<file path="src/rtl/i2ctf_pkg.sv">
package i2ctf_pkg;
  localparam int FLAG_CMD    = 0;
  localparam int FLAG_SREQ   = 1;
  localparam int FLAG_TXLOW  = 2;
  localparam int FLAG_RXHIGH = 3;
  localparam int NFLAGS      = 4;

  // next pointer value, wrapping at depth
  function automatic int wrap_inc(input int p, input int depth);
    return (p == depth - 1) ? 0 : p + 1;
  endfunction

  function automatic logic level_le(input int lvl, input int mark);
    return lvl <= mark;
  endfunction

  function automatic logic level_ge(input int lvl, input int mark);
    return lvl >= mark;
  endfunction
endpackage

</file>
<file path="src/rtl/i2ctf_fifo.sv">
module i2ctf_fifo #(
  parameter int W     = 8,
  parameter int DEPTH = 4,
  localparam int PW   = (DEPTH > 1) ? $clog2(DEPTH) : 1,
  localparam int CW   = $clog2(DEPTH + 1)
) (
  input  logic          clk,
  input  logic          rst_n,
  input  logic          push_i,
  input  logic          pop_i,
  input  logic [W-1:0]  wdata_i,
  output logic [W-1:0]  rdata_o,
  output logic [CW-1:0] level_o,
  output logic          full_o,
  output logic          empty_o,
  output logic          pop_ok_o
);
  import i2ctf_pkg::*;

  logic [W-1:0]  mem [DEPTH];
  logic [PW-1:0] wr_ptr, rd_ptr;
  logic [CW-1:0] count;
  logic          push_ok;

  assign full_o   = (count == CW'(DEPTH));
  assign empty_o  = (count == '0);
  assign pop_ok_o = pop_i && !empty_o;
  assign push_ok  = push_i && (!full_o || pop_ok_o);
  assign rdata_o  = mem[rd_ptr];
  assign level_o  = count;

  always_ff @(posedge clk) begin
    if (push_ok) mem[wr_ptr] <= wdata_i;
  end

  always_ff @(posedge clk or negedge rst_n) begin
    if (!rst_n) begin
      wr_ptr <= '0;
      rd_ptr <= '0;
      count  <= '0;
    end else begin
      if (push_ok)  wr_ptr <= PW'(wrap_inc(int'(wr_ptr), DEPTH));
      if (pop_ok_o) rd_ptr <= PW'(wrap_inc(int'(rd_ptr), DEPTH));
      case ({push_ok, pop_ok_o})
        2'b10:   count <= count + 1'b1;
        2'b01:   count <= count - 1'b1;
        default: count <= count;
      endcase
    end
  end

  // a full queue without a pop never grows or shrinks
  a_r1_full_holds: assert property (@(posedge clk) disable iff (!rst_n)
    (full_o && !pop_i) |=> (level_o == CW'(DEPTH)));
endmodule

</file>
<file path="src/rtl/i2ctf_irq.sv">
module i2ctf_irq #(
  parameter int CW = 3,
  parameter int MW = 3
) (
  input  logic                       rx_empty_i,
  input  logic                       rx_head_tag_i,
  input  logic                       tx_pend_i,
  input  logic [CW-1:0]              rx_level_i,
  input  logic [CW-1:0]              tx_level_i,
  input  logic [MW-1:0]              tx_low_mark_i,
  input  logic [MW-1:0]              rx_high_mark_i,
  input  logic [i2ctf_pkg::NFLAGS-1:0] en_i,
  output logic [i2ctf_pkg::NFLAGS-1:0] flags_o,
  output logic                       irq_o
);
  import i2ctf_pkg::*;

  logic [NFLAGS-1:0] gated;

  always_comb begin
    flags_o              = '0;
    flags_o[FLAG_CMD]    = !rx_empty_i && rx_head_tag_i;
    flags_o[FLAG_SREQ]   = tx_pend_i;
    flags_o[FLAG_TXLOW]  = level_le(int'(tx_level_i), int'(tx_low_mark_i));
    flags_o[FLAG_RXHIGH] = level_ge(int'(rx_level_i), int'(rx_high_mark_i));
  end

  for (genvar i = 0; i < NFLAGS; i++) begin : g_gate
    assign gated[i] = flags_o[i] & en_i[i];
  end

  assign irq_o = |gated;
endmodule

</file>
<file path="src/rtl/i2c_tgt_fifo_ctrl.sv">
module i2c_tgt_fifo_ctrl #(
  parameter int DEPTH = 4,
  parameter int DW    = 8,
  parameter int MW    = 3,
  localparam int CW   = $clog2(DEPTH + 1)
) (
  input  logic          clk,
  input  logic          rst_n,
  input  logic          bus_addressed_i,
  input  logic          bus_rx_strobe_i,
  input  logic [DW-1:0] bus_rx_data_i,
  input  logic          bus_tx_req_i,
  output logic [DW-1:0] bus_tx_data_o,
  output logic          bus_tx_valid_o,
  output logic          bus_wait_o,
  input  logic          sw_rd_i,
  output logic [DW-1:0] sw_rdata_o,
  input  logic          sw_wr_i,
  input  logic [DW-1:0] sw_wdata_i,
  input  logic [MW-1:0] cfg_tx_low_mark_i,
  input  logic [MW-1:0] cfg_rx_high_mark_i,
  input  logic [3:0]    cfg_irq_en_i,
  output logic [CW-1:0] rx_level_o,
  output logic [CW-1:0] tx_level_o,
  output logic          tx_ovf_o,
  output logic [3:0]    irq_flags_o,
  output logic          irq_o
);
  import i2ctf_pkg::*;

  // ---------------- receive path ----------------
  logic          first_q, hold_v, rx_full, rx_empty, rx_pop_ok, rx_push;
  logic [DW:0]   hold_q, rx_wdata, rx_head;
  logic          rx_tag_new, rx_new_byte, rx_commit_hold, rx_direct, rx_capture;

  assign rx_tag_new     = first_q | bus_addressed_i;
  assign rx_new_byte    = bus_rx_strobe_i && !hold_v;
  assign rx_commit_hold = hold_v && rx_pop_ok;
  assign rx_direct      = rx_new_byte && (!rx_full || rx_pop_ok);
  assign rx_capture     = rx_new_byte && rx_full && !rx_pop_ok;
  assign rx_push        = rx_commit_hold || rx_direct;
  assign rx_wdata       = hold_v ? hold_q : {rx_tag_new, bus_rx_data_i};

  i2ctf_fifo #(.W(DW + 1), .DEPTH(DEPTH)) u_rxq (
    .clk(clk), .rst_n(rst_n), .push_i(rx_push), .pop_i(sw_rd_i),
    .wdata_i(rx_wdata), .rdata_o(rx_head), .level_o(rx_level_o),
    .full_o(rx_full), .empty_o(rx_empty), .pop_ok_o(rx_pop_ok));

  assign sw_rdata_o = rx_empty ? '0 : rx_head[DW-1:0];

  always_ff @(posedge clk or negedge rst_n) begin
    if (!rst_n) begin
      first_q <= 1'b0;
      hold_v  <= 1'b0;
      hold_q  <= '0;
    end else begin
      if (rx_new_byte)          first_q <= 1'b0;
      else if (bus_addressed_i) first_q <= 1'b1;
      if (rx_capture) begin
        hold_v <= 1'b1;
        hold_q <= {rx_tag_new, bus_rx_data_i};
      end else if (rx_commit_hold) begin
        hold_v <= 1'b0;
      end
    end
  end

  // ---------------- transmit path ----------------
  logic          tx_pend_q, tx_valid_q, tx_full, tx_empty, tx_pop_ok, ovf_q;
  logic [DW-1:0] tx_head, tx_data_q;
  logic          tx_serve, tx_bypass, tx_push, tx_drop;

  assign tx_serve  = bus_tx_req_i || tx_pend_q;
  assign tx_bypass = tx_serve && tx_empty && sw_wr_i;
  assign tx_push   = sw_wr_i && !tx_bypass;
  assign tx_drop   = tx_push && tx_full && !tx_pop_ok;

  i2ctf_fifo #(.W(DW), .DEPTH(DEPTH)) u_txq (
    .clk(clk), .rst_n(rst_n), .push_i(tx_push), .pop_i(tx_serve),
    .wdata_i(sw_wdata_i), .rdata_o(tx_head), .level_o(tx_level_o),
    .full_o(tx_full), .empty_o(tx_empty), .pop_ok_o(tx_pop_ok));

  always_ff @(posedge clk or negedge rst_n) begin
    if (!rst_n) begin
      tx_pend_q  <= 1'b0;
      tx_valid_q <= 1'b0;
      tx_data_q  <= '0;
      ovf_q      <= 1'b0;
    end else begin
      tx_pend_q  <= tx_serve && tx_empty && !sw_wr_i;
      tx_valid_q <= tx_pop_ok || tx_bypass;
      if (tx_pop_ok)      tx_data_q <= tx_head;
      else if (tx_bypass) tx_data_q <= sw_wdata_i;
      if (tx_drop) ovf_q <= 1'b1;
    end
  end

  assign bus_tx_data_o  = tx_data_q;
  assign bus_tx_valid_o = tx_valid_q;
  assign bus_wait_o     = hold_v || tx_pend_q;
  assign tx_ovf_o       = ovf_q;

  // ---------------- flags ----------------
  i2ctf_irq #(.CW(CW), .MW(MW)) u_irq (
    .rx_empty_i(rx_empty), .rx_head_tag_i(rx_head[DW]), .tx_pend_i(tx_pend_q),
    .rx_level_i(rx_level_o), .tx_level_i(tx_level_o),
    .tx_low_mark_i(cfg_tx_low_mark_i), .rx_high_mark_i(cfg_rx_high_mark_i),
    .en_i(cfg_irq_en_i), .flags_o(irq_flags_o), .irq_o(irq_o));

  // ---------------- assertions ----------------
  a_r1_empty_read_keeps: assert property (@(posedge clk) disable iff (!rst_n)
    (sw_rd_i && rx_level_o == '0 && !bus_rx_strobe_i) |=> (rx_level_o == '0));

  a_r3_stretch_on_full: assert property (@(posedge clk) disable iff (!rst_n)
    (bus_rx_strobe_i && !hold_v && rx_full && !sw_rd_i) |=> bus_wait_o);

  a_r3_commit_keeps_full: assert property (@(posedge clk) disable iff (!rst_n)
    (hold_v && sw_rd_i) |=> (rx_level_o == CW'(DEPTH)) && !hold_v);

  a_r4_empty_request: assert property (@(posedge clk) disable iff (!rst_n)
    (bus_tx_req_i && tx_level_o == '0 && !sw_wr_i)
      |=> (bus_wait_o && irq_flags_o[FLAG_SREQ] && !bus_tx_valid_o));

  a_r4_bypass_closes: assert property (@(posedge clk) disable iff (!rst_n)
    (tx_pend_q && sw_wr_i) |=> (bus_tx_valid_o && !irq_flags_o[FLAG_SREQ]
                                && bus_tx_data_o == $past(sw_wdata_i)));

  a_r5_cmd_needs_data: assert property (@(posedge clk) disable iff (!rst_n)
    irq_flags_o[FLAG_CMD] |-> (rx_level_o != '0));

  a_r9_ovf_sticky: assert property (@(posedge clk) disable iff (!rst_n)
    tx_ovf_o |=> tx_ovf_o);
endmodule

</file>
<file path="config.mk">
export PLATFORM = sky130hd
export DESIGN_NAME = i2c_tgt_fifo_ctrl
export DESIGN_NICKNAME = d
export VERILOG_FILES = /design/src/rtl/i2ctf_pkg.sv /design/src/rtl/i2ctf_fifo.sv /design/src/rtl/i2ctf_irq.sv /design/src/rtl/i2c_tgt_fifo_ctrl.sv
export SDC_FILE = /design/constraint.sdc
export NUM_CORES = 1
export LEC_CHECK = 0
export CAP_MARGIN = 20
export CELL_PAD_IN_SITES_DETAIL_PLACEMENT = 0
export CELL_PAD_IN_SITES_GLOBAL_PLACEMENT = 1
export CORE_ASPECT_RATIO = 0.9
export CORE_UTILIZATION = 47
export CTS_BUF_LIST = sky130_fd_sc_hd__clkbuf_8
export DETAILED_ROUTE_END_ITERATION = 10
export PLACE_DENSITY_LB_ADDON = 0.1
export SETUP_SLACK_MARGIN = 0.05
export SYNTH_ARGS = -nofsm -noshare
export SYNTH_HDL_FRONTEND = slang
export SYNTH_SLANG_ARGS = --single-unit
</file>
<file path="constraint.sdc">
create_clock -name clk -period 2.3 [get_ports clk]
set_input_delay 0.46 -clock clk [delete_from_list [all_inputs] [get_ports clk]]
set_output_delay 0.46 -clock clk [all_outputs]
set_load 0.02 [all_outputs]
</file>
After elaboration in Yosys (flattened, before gate mapping)
Memory sizes are Yosys's and may differ from the RTL's.
Index checks and enable logic that the tools add are counted.
- add/sub/neg operators: 8
- $lt $le $gt $ge: 2
- equal/unequal tests: 10
- mux-type cells: 18
- bitwise logic cells: 5
- reductions and logical operators: 39
- operators by type and width (operator ; count):
    $mux 8 ; 3
    $logic_and 1x1->1 ; 16
    $eq 2x1->1 const B ; 6
    $pmux 3 s2 ; 2
    $reduce_bool 2->1 ; 5
    $logic_not 1->1 ; 9
    $mux 9 ; 1
    $add 2x1->2 const B ; 4
    $mux 1 ; 8
    $mux 2 ; 4
    $add 3x1->3 const B ; 2
    $eq 3x3->1 const B ; 2
    $logic_not 3->1 ; 2
    $logic_or 1x1->1 ; 6
    $sub 3x1->3 const B ; 2
    $and 1x1->1 ; 4
    $eq 2x2->1 const B ; 2
    $reduce_or 4->1 ; 1
    $ge 3x3->1 ; 1
    $le 3x3->1 ; 1
    $or 1x1->1 ; 1
- register bits: 36
- RAM bits: 68
- output and inout port bits: 30
- word-level logic and storage cells: 97
- memories kept: 2
- memory list (name ; depth ; width ; rd ports ; clocked after memory_dff ; wr ports ; line ; RTL):
    u_rxq.mem ; 4 ; 9 ; 1 ; 0 ; 1 ; i2ctf_fifo.sv:20 ; logic [W-1:0] mem [DEPTH];
    u_txq.mem ; 4 ; 8 ; 1 ; 0 ; 1 ; i2ctf_fifo.sv:20 ;

Logic depth before layout (Yosys ltp)
- depth after elaboration: 9
- mapped depth: 10
- depth with buffers taken out: 10

Hierarchy
A second synthesis with hierarchy kept.
- cells, all modules: 295
- area, all modules: 4734.5 um2
- by module, submodules not included (module ; instances ; cells each ; area an instance (um2) ; sequential area each (um2)):
    i2ctf_fifo at u_rxq ; 1 ; 101 ; 1839.3 ; 1256.2
    i2ctf_fifo at u_txq ; 1 ; 83 ; 1615.3 ; 1136.1
    i2c_tgt_fifo_ctrl ; 1 ; 85 ; 1106.1 ; 550.5
    i2ctf_irq ; 1 ; 26 ; 173.9 ; 0.0

Worst setup path after synthesis
OpenSTA, ideal clock, no wires.
- path type: reg-to-output
- start: reg u_txq.count[1] (netlist: u_txq.level_o[1])
- end: out irq_o
- data arrival time: 2007 ps
- data required time: 1840 ps
- slack: -167 ps
- cell stages (with the launch flop): 6
- path buffers: 0
- cell sequence: dfrtp_1 > ha_1 > nor2b_1 > o21a_1 > o21ai_0 > a221o_1
- word-level cells in the longest chain between the ends: 3
- RTL lines (item ; line ; RTL):
    from (decl) ; i2ctf_fifo.sv:22 ; logic [CW-1:0] count;
    from (signal assigned) ; i2ctf_fifo.sv:45 ; 2'b10: count <= count + 1'b1;
    from (signal assigned) ; i2ctf_fifo.sv:46 ; 2'b01: count <= count - 1'b1;
    from (signal assigned) ; i2ctf_fifo.sv:47 ; default: count <= count;
    $le 3x3->1 ; i2ctf_pkg.sv:14 ; return lvl <= mark;
    named net irq_flags_o[2] ; i2c_tgt_fifo_ctrl.sv:26 ; output logic [3:0] irq_flags_o,
    $and 1x1->1 ; i2ctf_irq.sv:29 ; assign gated[i] = flags_o[i] & en_i[i];
    $reduce_or 4->1 ; i2ctf_irq.sv:32 ; assign irq_o = |gated;
    to (decl) ; i2c_tgt_fifo_ctrl.sv:27 ; output logic irq_o
The timed path passes the listed nets, and every way through them passes these cells.

Worst setup path in the final report
- start: reg u_rxq.rd_ptr[0]
- end: out irq_o
- word-level cells in the longest chain between the ends: 4
- RTL lines (item ; line ; RTL):
    from (decl) ; i2ctf_fifo.sv:21 ; logic [PW-1:0] wr_ptr, rd_ptr;
    from (signal assigned) ; i2ctf_fifo.sv:43 ; if (pop_ok_o) rd_ptr <= PW'(wrap_inc(int'(rd_ptr), DEPTH));
    $mem_v2 4x9 ; - ;
    $logic_and 1x1->1 ; i2ctf_irq.sv:22 ; flags_o[FLAG_CMD] = !rx_empty_i && rx_head_tag_i;
    $and 1x1->1 ; i2ctf_irq.sv:29 ;
    $reduce_or 4->1 ; i2ctf_irq.sv:32 ;
Every way passes these cells.

==> out/metrics.csv <==
stage,metric,value,unit
status,outcome,"finished, violations left",
status,violations,setup timing,
place,port_buffers,62,
place,dpl_cell_area,5660,µm²
clock_tree,clock_latency,0.36,ns
sta,hold_viol_final,0,
detailed_routing,drc,0,
hold_path,hp-class,in -> async,
worst_setup_path,cp_max_fo,2,
worst_setup_path,crit_type,reg -> out,
grt,grt_pass1_wl,14100,µm
power_and_ir_drop,ir_worst_vdd,0.000522,V
synth,synthCells,294,
cells_and_area,n_antenna_cell,0,
synth,synth_top_area_frac,0.445,
sta,setup_slack,-0.145,ns
die,io_pins,63,
sta,skew,0.00853,ns
worst_setup_path,end_kind,primary output,
sta,finalCritPeriodShare,1.06,
die,die_w,106,µm
clock_tree,max-clock-path-buffers,2,
synth,synth.distinct_cells,41,
die,die_height,95.7,µm
sta,period_needed,2.44,ns
clock_tree,ctsHoldBuffers,0,
die,die_area,10200,µm²
synth,synth_area,4590,µm²
cells_and_area,syn2layout_area_growth,28.8,%
clock_tree,cts_root_buf,clkbuf_8,
synth,yosys-top-cells-count,"edfxtp_1 (68), dfrtp_1 (36), mux2_2 (22)",
sta,worst_pin_slew,0.585,ns
detailed_routing,antenna_left,0,
synth,synth_enable_flop_cells,68,
cells_and_area,fin_util,0.636,
grt,grt_antenna_before_repair,0,
worst_setup_path,cp_data_required_time,1.84,ns
synth,yosys_most_used_dff,edfxtp_1,
sta,max_freq,409,MHz
detailed_routing,vias,2731,
power_and_ir_drop,p_per_area,1300,nW/µm²
synth,ys_warn_count,0,
sta,finalSetupViolations,9,
synth,synth_fp_nets,346,
clock_tree,cts_setup_buffers,0,
grt,grt_max_degree,20,
grt,grt.overflow.total,0,
detailed_routing,post_drt_wl_per_cell,16.6,µm
synth,synth.area.top_cells,"edfxtp_1 (45%), dfrtp_1 (20%), mux4_2 (8.3%)",
synth,synth_seq_cells,104,
power_and_ir_drop,p_leak,2.31,nW
synth,syn_avg_cell_area,15.6,µm²
worst_setup_path,setup.worst_path.start_class,register,
place,place_hpwl,6220,µm
clock_tree,cts_tree,built,
clock_tree,clk_pin_slew_worst_paths,0.10,ns
cells_and_area,fin_area,5910,µm²
worst_setup_path,cp.arrival,1.98,ns
detailed_routing,firstDrtPassIters,4,
place,globalplace.congestion,0.705,
grt,grt_pass1_vias,2812,
die,core_region_area,9290,µm²
detailed_routing,drt_iter0_markers,83,
detailed_routing,via_per_inst,5.24,
clock_tree,cts.sinks,104,
sta,slew_viol_final,0,
detailed_routing,drt_wl_total,8640,µm
die,start_util,0.494,
synth,synth-async-reset-ratio,0.346,
die,rows,33,
cells_and_area,drive_above_1_share,0.283,
synth,synth.most_common_cell,edfxtp_1,
cells_and_area,nets,446,
sta,slew_headroom,0.610,
synth,synth-seq-area-share,0.642,
clock_tree,cts_buffers,9,
grt,grt_usage,0.188,
clock_tree,cts_max_level,3,
sta,rsz0062_at_grt,true,
synth,synth_top_cell_by_area,edfxtp_1,
run,maxCapViolations,0,
critical path, cell delays in order, from the launching register on:
cell and delay [ns]:
dfrtp_1 0.39, mux4_2 0.51, nor2b_4 0.14, a22o_1 0.18
a221o_1 0.27, buf_6 0.14
per-stage QoR:
| stage | setup TNS (ns) | hold slack (ns) | power (mW) | instances | worst slack (ns) |
|---|---|---|---|---|---|
| 2_1_floorplan | 0 | 0.164 | 5.00 | 294 | 0.0904 |
| 3_3_place_gp | -1.55 | 0.448 | 6.46 | 505 | -0.568 |
| 3_5_place_dp | -1.66 | 0.452 | 6.56 | 505 | -0.661 |
| 4_1_cts | -1.03 | 0.0586 | 7.79 | 521 | -0.175 |
| 5_1_grt | -1.56 | 0.0642 | 8.20 | 521 | -0.209 |
| 6_report | -0.683 | 0.0493 | 7.68 | 521 | -0.145 |
kinds of logic (layout without fill, tap and decap cells):
logic type	count (synthesis)	after routing	synth area share
xor+xnor	6	6	0.0115
simple gates	56	56	0.0679
mux	41	41	0.142
fa+ha+maj	19	19	0.0551
compound gates	40	40	0.0559
buf+inv	28	133	0.0262
flops	104	104	0.642
layout make-up:
cell class | count | area (µm²)
fill | 705 | 3380
sequential | 104 | 2940
multi-input combinational | 162 | 1550
timing repair buffer | 100 | 955
tap | 122 | 153
clock buffer | 9 | 124
clock inverter | 7 | 115
inverter | 17 | 63.8
what timing repair did:
item	CTS	global route
pin swaps	2	1
gates resized for setup	31	3
setup endpoints to repair	12	13
where the power goes:
part / switching, mW / internal (mW)
clock network: 0.637 / 0.638
logic: 1.65 / 1.78
registers: 0.340 / 2.63
layout by cell type (no fill, tap or decap), drive strengths merged, types with 2 or more instances in the layout:
cell | synthesis | final
nor2 | 19 | 19
nor2b | 11 | 11
clkdlybuf4s50 | 0 | 48
xor2 | 3 | 3
ha | 17 | 17
o21ai | 7 | 7
fa | 2 | 2
o21a | 2 | 2
bufinv | 0 | 2
mux4 | 17 | 17
xnor2 | 3 | 3
edfxtp | 68 | 68
and2 | 8 | 8
buf | 10 | 43
mux2 | 22 | 22
dlygate4sd2 | 0 | 9
nand2 | 5 | 5
a21oi | 12 | 12
or2 | 3 | 3
clkinv | 0 | 2
clkbuf | 1 | 9
nor3 | 5 | 5
o22ai | 8 | 8
mux2i | 2 | 2
a21o | 2 | 2
inv | 17 | 19
dfrtp | 36 | 36
worst paths after layout:
path                                         startpoint  cells past startpoint                      endpoint  slack, ns
max                         u_rxq.rd_ptr[0]$_DFFE_PN0P_                      5                         irq_o      -0.14
min reg2reg                        tx_ovf_o$_DFFE_PN0P_                      1          tx_ovf_o$_DFFE_PN0P_       0.50
min                                               rst_n                      1  u_txq.level_o[2]$_DFFE_PN0P_       0.05
max reg2reg                u_rxq.level_o[0]$_DFFE_PN0P_                      9  u_rxq.level_o[1]$_DFFE_PN0P_       0.19
min in group clk                   tx_ovf_o$_DFFE_PN0P_                      1          tx_ovf_o$_DFFE_PN0P_       0.50
max in group asynchronous                         rst_n                      2  bus_tx_data_o[2]$_DFFE_PN0P_       1.73
per-layer routing:
layer / track usage / share of wire / up-vias
li1: - / - / 1296
met1: 0.250 / 0.47 / 1367
met2: 0.313 / 0.48 / 60
met3: 0.0460 / 0.043 / 8
met4: 0.0475 / 0.0073 / 0
met5: 0 / 0 / -
state kept, by name, indices dropped and copies added, names as in the netlist, 3 cells and up:
name           cells
bus_tx_data_o      8
hold_q             9
u_rxq.level_o      3
u_rxq.mem         36
u_txq.level_o      3
u_txq.mem         32
No activity file was read; power rests on OpenSTA's default activity.
